`config.mk`:
```
export PLATFORM = sky130hd
export DESIGN_NAME = flag_alu
export DESIGN_NICKNAME = d
export VERILOG_FILES = /design/src/rtl/flag_alu_pkg.sv /design/src/rtl/alu_arith.sv /design/src/rtl/alu_logic.sv /design/src/rtl/alu_flag_gen.sv /design/src/rtl/alu_status_reg.sv /design/src/rtl/flag_alu.sv
export SDC_FILE = /design/constraint.sdc
export NUM_CORES = 1
export LEC_CHECK = 0
export BUFFER_PORTS_ARGS = -buffer_cell sky130_fd_sc_hd__buf_2
export CORE_MARGIN = 5
export CORE_UTILIZATION = 52
export CTS_BUF_LIST = sky130_fd_sc_hd__clkbuf_16
export DETAILED_ROUTE_END_ITERATION = 12
export PLACE_DENSITY = 0.8
export SYNTH_ARGS = -nofsm -noshare
export SYNTH_HDL_FRONTEND = slang
export SYNTH_SLANG_ARGS = --single-unit
```
`constraint.sdc`:
```
create_clock -name clk -period 6.82 [get_ports clk]
set_clock_uncertainty 0.1 [all_clocks]
set_input_delay 1.364 -clock clk [delete_from_list [all_inputs] [get_ports clk]]
set_output_delay 1.364 -clock clk [all_outputs]
set_load 0.01 [all_outputs]
```
`src/rtl/flag_alu_pkg.sv`:
```
package flag_alu_pkg;

    typedef enum logic [2:0] {
        OP_ADD = 3'd0,
        OP_ADC = 3'd1,
        OP_SUB = 3'd2,
        OP_SBB = 3'd3,
        OP_AND = 3'd4,
        OP_OR  = 3'd5,
        OP_XOR = 3'd6,
        OP_CLR = 3'd7
    } alu_op_e;

    typedef struct packed {
        logic ovf;
        logic sign;
        logic zero;
        logic aux;
        logic parity;
        logic carry;
    } alu_flags_t;

    localparam int FLAG_W = $bits(alu_flags_t);

endpackage

```
`src/rtl/alu_arith.sv`:
```
module alu_arith #(
    parameter int WIDTH = 8
) (
    input  logic [WIDTH-1:0] a,
    input  logic [WIDTH-1:0] b,
    input  logic             sub,
    input  logic             cin,
    output logic [WIDTH-1:0] sum,
    output logic             carry,
    output logic             aux,
    output logic             ovf
);
    localparam int MSB = WIDTH - 1;

    logic [WIDTH-1:0] b_eff;
    logic             c_eff;
    logic [WIDTH:0]   full;

    // Subtraction is a + ~b + 1 - borrow_in; the carry out is then inverted into a borrow.
    always_comb begin
        b_eff = sub ? ~b : b;
        c_eff = sub ? ~cin : cin;
        full  = {1'b0, a} + {1'b0, b_eff} + {{WIDTH{1'b0}}, c_eff};
        sum   = full[MSB:0];
        carry = full[WIDTH] ^ sub;
        aux   = a[4] ^ b_eff[4] ^ full[4] ^ sub;
        ovf   = (a[MSB] == b_eff[MSB]) && (full[MSB] != a[MSB]);
    end
endmodule

```
`src/rtl/alu_logic.sv`:
```
module alu_logic #(
    parameter int WIDTH = 8
) (
    input  logic [WIDTH-1:0]          a,
    input  logic [WIDTH-1:0]          b,
    input  flag_alu_pkg::alu_op_e     op,
    output logic [WIDTH-1:0]          res
);
    import flag_alu_pkg::*;

    always_comb begin
        unique case (op)
            OP_AND:  res = a & b;
            OP_OR:   res = a | b;
            OP_XOR:  res = a ^ b;
            default: res = '0;
        endcase
    end
endmodule

```
`src/rtl/alu_flag_gen.sv`:
```
module alu_flag_gen #(
    parameter int WIDTH = 8
) (
    input  logic [WIDTH-1:0]           res,
    input  logic                       arith,
    input  logic                       carry,
    input  logic                       aux,
    input  logic                       ovf,
    output flag_alu_pkg::alu_flags_t   flags
);
    always_comb begin
        flags.carry  = arith & carry;
        flags.ovf    = arith & ovf;
        flags.aux    = arith & aux;
        flags.sign   = res[WIDTH-1];
        flags.zero   = (res == '0);
        flags.parity = ~^res[7:0];
    end
endmodule

```
`src/rtl/alu_status_reg.sv`:
```
module alu_status_reg (
    input  logic                      clk,
    input  logic                      rst_n,
    input  logic                      we,
    input  flag_alu_pkg::alu_flags_t  flags_in,
    output flag_alu_pkg::alu_flags_t  stat_q
);
    import flag_alu_pkg::*;

    typedef struct packed {
        alu_flags_t stat;
    } state_t;

    state_t state_d, state_q;

    always_comb begin
        state_d = state_q;
        if (we) begin
            state_d.stat = flags_in;
        end
    end

    always_ff @(posedge clk or negedge rst_n) begin
        if (!rst_n) begin
            state_q <= '0;
        end else begin
            state_q <= state_d;
        end
    end

    assign stat_q = state_q.stat;
endmodule

```
`src/rtl/flag_alu.sv`:
```
module flag_alu #(
    parameter int WIDTH    = 8,
    parameter bit STAT_REG = 1'b1
) (
    input  logic                            clk,
    input  logic                            rst_n,
    input  logic [WIDTH-1:0]                a,
    input  logic [WIDTH-1:0]                b,
    input  logic [2:0]                      op,
    input  logic                            cin,
    input  logic                            flag_we,
    output logic [WIDTH-1:0]                result,
    output logic [flag_alu_pkg::FLAG_W-1:0] flags,
    output logic [flag_alu_pkg::FLAG_W-1:0] stat_q
);
    import flag_alu_pkg::*;

    typedef struct packed {
        logic             arith;
        logic             sub;
        logic             cin_used;
        logic [WIDTH-1:0] res;
    } dp_t;

    alu_op_e          op_e;
    dp_t              dp_d;
    logic [WIDTH-1:0] arith_sum, logic_res;
    logic             arith_c, arith_ac, arith_v;
    alu_flags_t       flags_d, stat_s;

    assign op_e = alu_op_e'(op);

    always_comb begin
        dp_d          = '0;
        dp_d.arith    = (op_e inside {OP_ADD, OP_ADC, OP_SUB, OP_SBB});
        dp_d.sub      = (op_e inside {OP_SUB, OP_SBB});
        dp_d.cin_used = cin && (op_e inside {OP_ADC, OP_SBB});
        dp_d.res      = dp_d.arith ? arith_sum : logic_res;
    end

    alu_arith #(.WIDTH(WIDTH)) u_arith (
        .a(a), .b(b), .sub(dp_d.sub), .cin(dp_d.cin_used),
        .sum(arith_sum), .carry(arith_c), .aux(arith_ac), .ovf(arith_v)
    );

    alu_logic #(.WIDTH(WIDTH)) u_logic (
        .a(a), .b(b), .op(op_e), .res(logic_res)
    );

    alu_flag_gen #(.WIDTH(WIDTH)) u_flags (
        .res(dp_d.res), .arith(dp_d.arith), .carry(arith_c),
        .aux(arith_ac), .ovf(arith_v), .flags(flags_d)
    );

    generate
        if (STAT_REG) begin : g_stat
            alu_status_reg u_stat (
                .clk(clk), .rst_n(rst_n), .we(flag_we),
                .flags_in(flags_d), .stat_q(stat_s)
            );
        end else begin : g_nostat
            assign stat_s = '0;
        end
    endgenerate

    assign result = dp_d.res;
    assign flags  = flags_d;
    assign stat_q = stat_s;
endmodule

```
==> results of run 1 <==
[stage by stage]
step / instance area [um^2] / hold WS, ns / setup WS, ns
floorplan: 1440 / 0.450 / 1.01
global placement: 1660 / 0.402 / 0.695
detailed placement: 1660 / 0.403 / 0.547
CTS: 1730 / 0.412 / 0.525
global route: 1730 / 0.441 / 0.279
finish: 1730 / 0.411 / 0.545
[cell usage after synthesis]
cell type  count
o21ai_0       12
nor3_1         1
o21a_1         4
o31a_1         2
buf_4          1
a211oi_1       1
inv_2          1
ha_1          27
nand2_1       20
o211ai_1       4
nor3b_1        1
o22a_1         2
fa_1           2
o22ai_1        2
o31ai_1        1
o211a_1        1
clkbuf_1       6
a21boi_0       1
buf_1          1
and4_1         1
o32ai_2        1
nor2_1         7
o41ai_4        1
xor2_1         2
o2111a_1       1
or3_1          1
a21oi_1        3
a21o_1         1
nand2b_1       2
nor2b_4        1
a31oi_1        1
inv_1         28
mux2_2         5
mux2i_1        5
xnor2_1       18
dfrtp_1        6
nor2b_1        3
o21ai_1        3
a21o_4         1
[layer usage]
metal  global-route usage  up-vias  share of wire
li1                     -      680              -
met1                0.226      620           0.45
met2                0.291       37           0.49
met3               0.0306        3          0.050
met4               0.0557        0         0.0096
met5                    0        -              0
[critical path, cell delays in order]
cell and delay, ns:
buf_2 0.28, inv_2 0.17, nand2_1 0.37, xnor2_1 0.15, fa_1 0.48, fa_1 0.41
nand2b_1 0.18, a21oi_1 0.17, nor2_1 0.07, xnor2_1 0.18, mux2i_1 0.10, ha_1 0.32
xnor2_1 0.21, xnor2_1 0.17, buf_2 0.17
[power by group through the flow]
stage                     logic, mW  registers, mW  clock network (mW)
after floorplan               0.146         0.0498                   0
after global placement        0.206         0.0463                   0
after detailed placement      0.212         0.0467                   0
after CTS                     0.215         0.0463              0.0984
after global routing          0.239         0.0475               0.101
final                         0.213         0.0464              0.0967
[kinds of logic after synthesis]
group / count (synthesis) / share of synthesized area
adders and majority gates: 29 / 0.262
muxes: 10 / 0.0738
and+or+nand+nor: 37 / 0.121
DFF: 6 / 0.104
xor gates and xnor gates: 20 / 0.122
buffers and inverters: 37 / 0.0990
AOI/OAI and AO/OA: 42 / 0.218
[layout make-up]
class	count	area, um^2	area share
Multi-Input combinational cell	138	1150	0.663
Timing Repair Buffer	42	210	0.121
Sequential cell	6	150	0.0868
Inverter	29	109	0.0629
Clock buffer	3	75.1	0.0434
Tap cell	31	38.8	0.0224
[worst paths after layout]
kind	start	endpoint	slack (ns)
worst max-delay path	op[2]	flags[1]	0.55
worst min-delay path	g_stat.u_stat.stat_q[1]	g_stat.u_stat.stat_q[1]	0.41
worst max register to register	g_stat.u_stat.stat_q[4]	g_stat.u_stat.stat_q[4]	5.85
worst min register to register	g_stat.u_stat.stat_q[1]	g_stat.u_stat.stat_q[1]	0.41
max in group asynchronous	rst_n	g_stat.u_stat.stat_q[3]	5.63
min in group asynchronous	rst_n	g_stat.u_stat.stat_q[5]	0.85
==> flow_summary_export.csv, run 1 <==
group,metric,value,unit
synth,netlist_instances,181,
timing,finalMaxSlewViolations,0,
route,drt-pass1-iter-count,4,
final_layout,fin_util,0.639,
cts,tritoncts,"done",
cts,cts_max_level,1,
final_layout,mostFrequentLayoutCells,"buf_2, inv_1, ha_1, nand2_1, xnor2_1",
final_layout,syn_to_final_growth,20.2,%
power_and_ir_drop,power.leakage,0.926,nW
final_layout,fin_nets,272,
floorplan,die_height,62.6,um
final_layout,fillers,248,
power_and_ir_drop,pwr-share-seq,0.130,
placement,dpl.hpwl,2760,um
synth,syn-cell-area,1440,um^2
route,drc,0,
global_routing,overflow,0,
floorplan,coreArea,2710,um^2
final_layout,diodes,0,
route,dr.first_iter.drc_count,62,
setup_path,crit_type,"input port to primary output",
route,viasPerCell,5.38,
setup_path,worst-r2r-cell-count,3,
route,routed_wl,3440,um
job,cap_violations,0,
timing,fin_setup_tns,0,ns
final_layout,final_common_cell,"buf_2",
timing,final-hold-violation-count,0,
power_and_ir_drop,internal_power,0.217,mW
worst_hold_path,hp-class,"flop to flop",
route,drt-wirelength-per-cell,13.8,um
final_layout,largest_reg_flops,6,
timing,rsz0062_at_grt,"false",
cts,clk_pin_slew,0.03,ns
synth,yosys.area.top_type_share,0.235,
global_routing,grt_max_degree,18,
global_routing,grt_pass1_wl,5720,um
setup_path,required,5.36,ns
synth,synth_area_leader_cell,"ha_1",
cts,cts_setup_buffers,0,
power_and_ir_drop,pwr-share-comb,0.598,
timing,slew_headroom,0.594,
placement,place_inst,246,
cts,cts_buffer_depth,2,
timing,period_minus_slack,6.27,ns
cts,insertion_delay,0.23,ns
cts,clkSinkCount,6,
global_routing,grt_usage,0.175,
floorplan,start_util,0.531,
power_and_ir_drop,p_per_area,206,nW/um^2
final_layout,fin_cells,249,
route,vias,1340,
power_and_ir_drop,power,0.356,mW
cts,cts_buffers,3,
setup_path,worst_ep_arrival_time,4.81,ns
setup_path,critPathMaxFanout,17,
worst_hold_path,hold_depth,1,
floorplan,num_io_pins,43,
synth,synth_seq_cells,6,
power_and_ir_drop,sw_frac_of_total,0.391,
synth,ys_warn_count,0,
timing,period_share,0.920,
route,postRouteAntennaNets,0,
cts,ctsHoldBuffers,0,
setup_path,end_kind,"primary output",
timing,worstMarginPinSlew,0.607,ns
global_routing,grt_pass1_vias,1288,
floorplan,die_area,3920,um^2
synth,ys_types,39,
setup_path,worstSetupStartpointType,"input port",
floorplan,floorplan.rows,19,
synth,yosysSeqAreaShare,0.104,
synth,synth.area.top_cells,"ha_1, xnor2_1, dfrtp_1",
run_status,outcome,"complete, no violations",
power_and_ir_drop,p_switching,0.139,mW
floorplan,die_w,62.6,um
power_and_ir_drop,clock_power_share,0.272,
cts,cts_root_buffer,"clkbuf_16",
timing,finalSetupViolCount,0,
global_routing,antenna_found_initial,0,
placement,routabilityCongestion,0.860,
timing,maxClockFrequency,159,MHz
final_layout,drive_gt1_frac,0.252,
synth,syn_area_per_cell,7.96,um^2
cts,ctsResizeCount,0,
synth,synth_nets,233,
placement,io_buffers,42,
power_and_ir_drop,irDropWorstVdd,200,uV
No activity file was read; power rests on OpenSTA's default activity.
==> run 2, diff against run 1 <==
--- a/config.mk
+++ b/config.mk
@@ -7,10 +7,11 @@
 export LEC_CHECK = 0
 export BUFFER_PORTS_ARGS = -buffer_cell sky130_fd_sc_hd__buf_2
 export CORE_MARGIN = 5
-export CORE_UTILIZATION = 52
+export CORE_UTILIZATION = 53
 export CTS_BUF_LIST = sky130_fd_sc_hd__clkbuf_16
 export DETAILED_ROUTE_END_ITERATION = 12
-export PLACE_DENSITY = 0.8
+export PLACE_DENSITY = 0.81
 export SYNTH_ARGS = -nofsm -noshare
 export SYNTH_HDL_FRONTEND = slang
+export SYNTH_HIERARCHICAL = 1
 export SYNTH_SLANG_ARGS = --single-unit
==> flow_summary_export.csv, run 2 <==
group,metric,value,unit
floorplan,num_io_pins,43,
setup_path,critPathMaxStageDelay,0.44,ns
synth,yosysSeqAreaShare,0.0996,
route,dr.first_iter.drc_count,19,
route,drt-pass1-iter-count,4,
setup_path,worst_ep_arrival_time,4.67,ns
setup_path,crit_path_frequent_cell,"xnor2_1",
final_layout,fin_nets,258,
synth,post-synth-top-count-cell,"inv_1",
cts,cts_max_level,1,
worst_hold_path,hp-class,"flop to flop",
synth,synth.area.top_cells,"ha_1, mux2_4, dfrtp_1",
floorplan,die_w,63.3,um
synth,netlist_instances,173,
setup_path,slowest_stage,"fa_1",
final_layout,diodes,0,
setup_path,critPathMaxFanout,17,
timing,finalMaxSlewViolations,0,
synth,ys_dominant_reg_cell,"dfrtp_1",
timing,maxClockFrequency,163,MHz
setup_path,worstSetupStartpointType,"input port",
setup_path,crit_type,"input port to primary output",
synth,syn_area_per_cell,8.72,um^2
route,vias,1198,
cts,cts_buffers,3,
final_layout,multi_input_area,1110,um^2
route,routed_wl,2920,um
cts,cts_buffer_depth,2,
floorplan,coreArea,2730,um^2
global_routing,overflow,0,
cts,ctsResizeCount,0,
final_layout,mostFrequentLayoutCells,"buf_2, inv_1, ha_1, mux2_4, nand2_1",
placement,io_buffers,42,
setup_path,required,5.36,ns
route,drc,0,
global_routing,grt_pass1_vias,1196,
timing,finalSetupViolCount,0,
final_layout,seq_area,150,um^2
run_status,outcome,"complete, no violations",
timing,period_share,0.899,
final_layout,syn_to_final_growth,13.6,%
setup_path,end_kind,"primary output",
power_and_ir_drop,power.leakage,0.990,nW
synth,synth_common_cells,"inv_1, ha_1, mux2_4, nand2_1",
timing,holdWs,0.404,ns
job,cap_violations,0,
synth,yosys.area.top_type_share,0.224,
synth,synth_edf_count,0,
global_routing,grt_usage,0.149,
global_routing,grt_max_degree,19,
cts,ctsHoldBuffers,0,
floorplan,start_util,0.551,
synth,synth_seq_cells,6,
route,viasPerCell,5.10,
floorplan,die_area,4010,um^2
floorplan,die_height,63.3,um
route,postRouteAntennaNets,0,
placement,routabilityCongestion,0.764,
synth,ys_types,31,
timing,fin_setup_tns,0,ns
final_layout,final_common_cell,"buf_2",
final_layout,fin_util,0.627,
cts,clk_pin_slew,0.03,ns
timing,final-hold-violation-count,0,
global_routing,antenna_found_initial,0,
cts,cts_root_buffer,"clkbuf_16",
cts,clkSinkCount,6,
cts,insertion_delay,0.23,ns
final_layout,largest_reg_flops,6,
route,drt-wirelength-per-cell,12.4,um
placement,dpl.hpwl,2520,um
synth,synth_nets,225,
timing,worstMarginPinSlew,0.362,ns
timing,slew_headroom,0.758,
timing,period_minus_slack,6.13,ns
synth,synth_area_leader_cell,"ha_1",
floorplan,floorplan.rows,19,
timing,rsz0062_at_grt,"false",
cts,tritoncts,"done",
final_layout,drive_gt1_frac,0.309,
synth,synthArstFlopShare,1.00,
final_layout,fillers,240,
power_and_ir_drop,p_per_area,209,nW/um^2
cts,cts_setup_buffers,0,
power_and_ir_drop,irDropWorstVdd,231,uV
synth,ys_warn_count,6,
synth,syn-cell-area,1510,um^2
global_routing,grt_pass1_wl,4930,um
setup_path,worstPathCellList,"buf_2 > buf_4 > and3b_2 > xor2_1 > fa_1 > fa_1 > a211oi_1 > o21bai_1 > a21oi_1 > xnor2_1 > mux2_4 > inv_1 > ha_1 > xnor2_1 > xnor2_1 > buf_2",
[run 2: final timing paths]
check                                         from                       to  slack [ns]  cells past startpoint
setup / recovery                             op[2]                 flags[1]        0.69                     16
max in group asynchronous                    rst_n  g_stat.u_stat/stat_q[4]        5.63                      1
hold / removal             g_stat.u_stat/stat_q[5]  g_stat.u_stat/stat_q[5]        0.40                      1
setup reg to reg           g_stat.u_stat/stat_q[0]  g_stat.u_stat/stat_q[0]        5.96                      1
min in group asynchronous                    rst_n  g_stat.u_stat/stat_q[2]        0.85                      1
hold reg to reg            g_stat.u_stat/stat_q[5]  g_stat.u_stat/stat_q[5]        0.40                      1
[run 2: per-layer routing]
| metal | track usage | share of wire |
|---|---|---|
| met5 | 0 | 0 |
| met4 | 0.0597 | 0.013 |
| met3 | 0.0266 | 0.060 |
| met2 | 0.268 | 0.49 |
| met1 | 0.170 | 0.43 |
[run 2: kinds of logic after synthesis]
| family | after synthesis | synth area share |
|---|---|---|
| buffers and inverters | 46 | 0.161 |
| AOI/OAI and AO/OA | 29 | 0.121 |
| adders and majority gates | 29 | 0.251 |
| and+or+nand+nor | 25 | 0.0871 |
| xor gates and xnor gates | 20 | 0.116 |
| muxes | 18 | 0.164 |
| DFF | 6 | 0.0996 |
[run 2: per-stage QoR]
step,std cells,power (mW),setup WS (ns),cell area [um^2]
6_report,235,0.357,0.686,1710
4_1_cts,235,0.362,0.669,1710
3_5_place_dp,232,0.267,0.672,1640
3_3_place_gp,232,0.261,0.731,1640
2_1_floorplan,173,0.220,0.808,1510
5_1_grt,235,0.387,0.454,1710
[run 2: cell type report]
cell class                      count  share of cell area
Clock buffer                        3              0.0438
Sequential cell                     6              0.0877
Tap cell                           31              0.0226
Inverter                           31              0.0679
Timing Repair Buffer               43               0.127
Multi-Input combinational cell    121               0.651
[run 2: worst max-delay path: cells and delay by family]
family	cells	cell delay [ns]
muxes	1	0.27
adders and majority gates	3	1.10
xor gates and xnor gates	4	0.58
buffers and inverters	4	0.54
and+or+nand+nor	1	0.24
AOI/OAI and AO/OA	3	0.57
[run 2: power by group]
part	internal [mW]	total [mW]	switching, mW
logic	0.110	0.215	0.105
registers	0.0443	0.0486	0.00430
clock network	0.0751	0.0936	0.0185
total	0.230	0.357	0.128
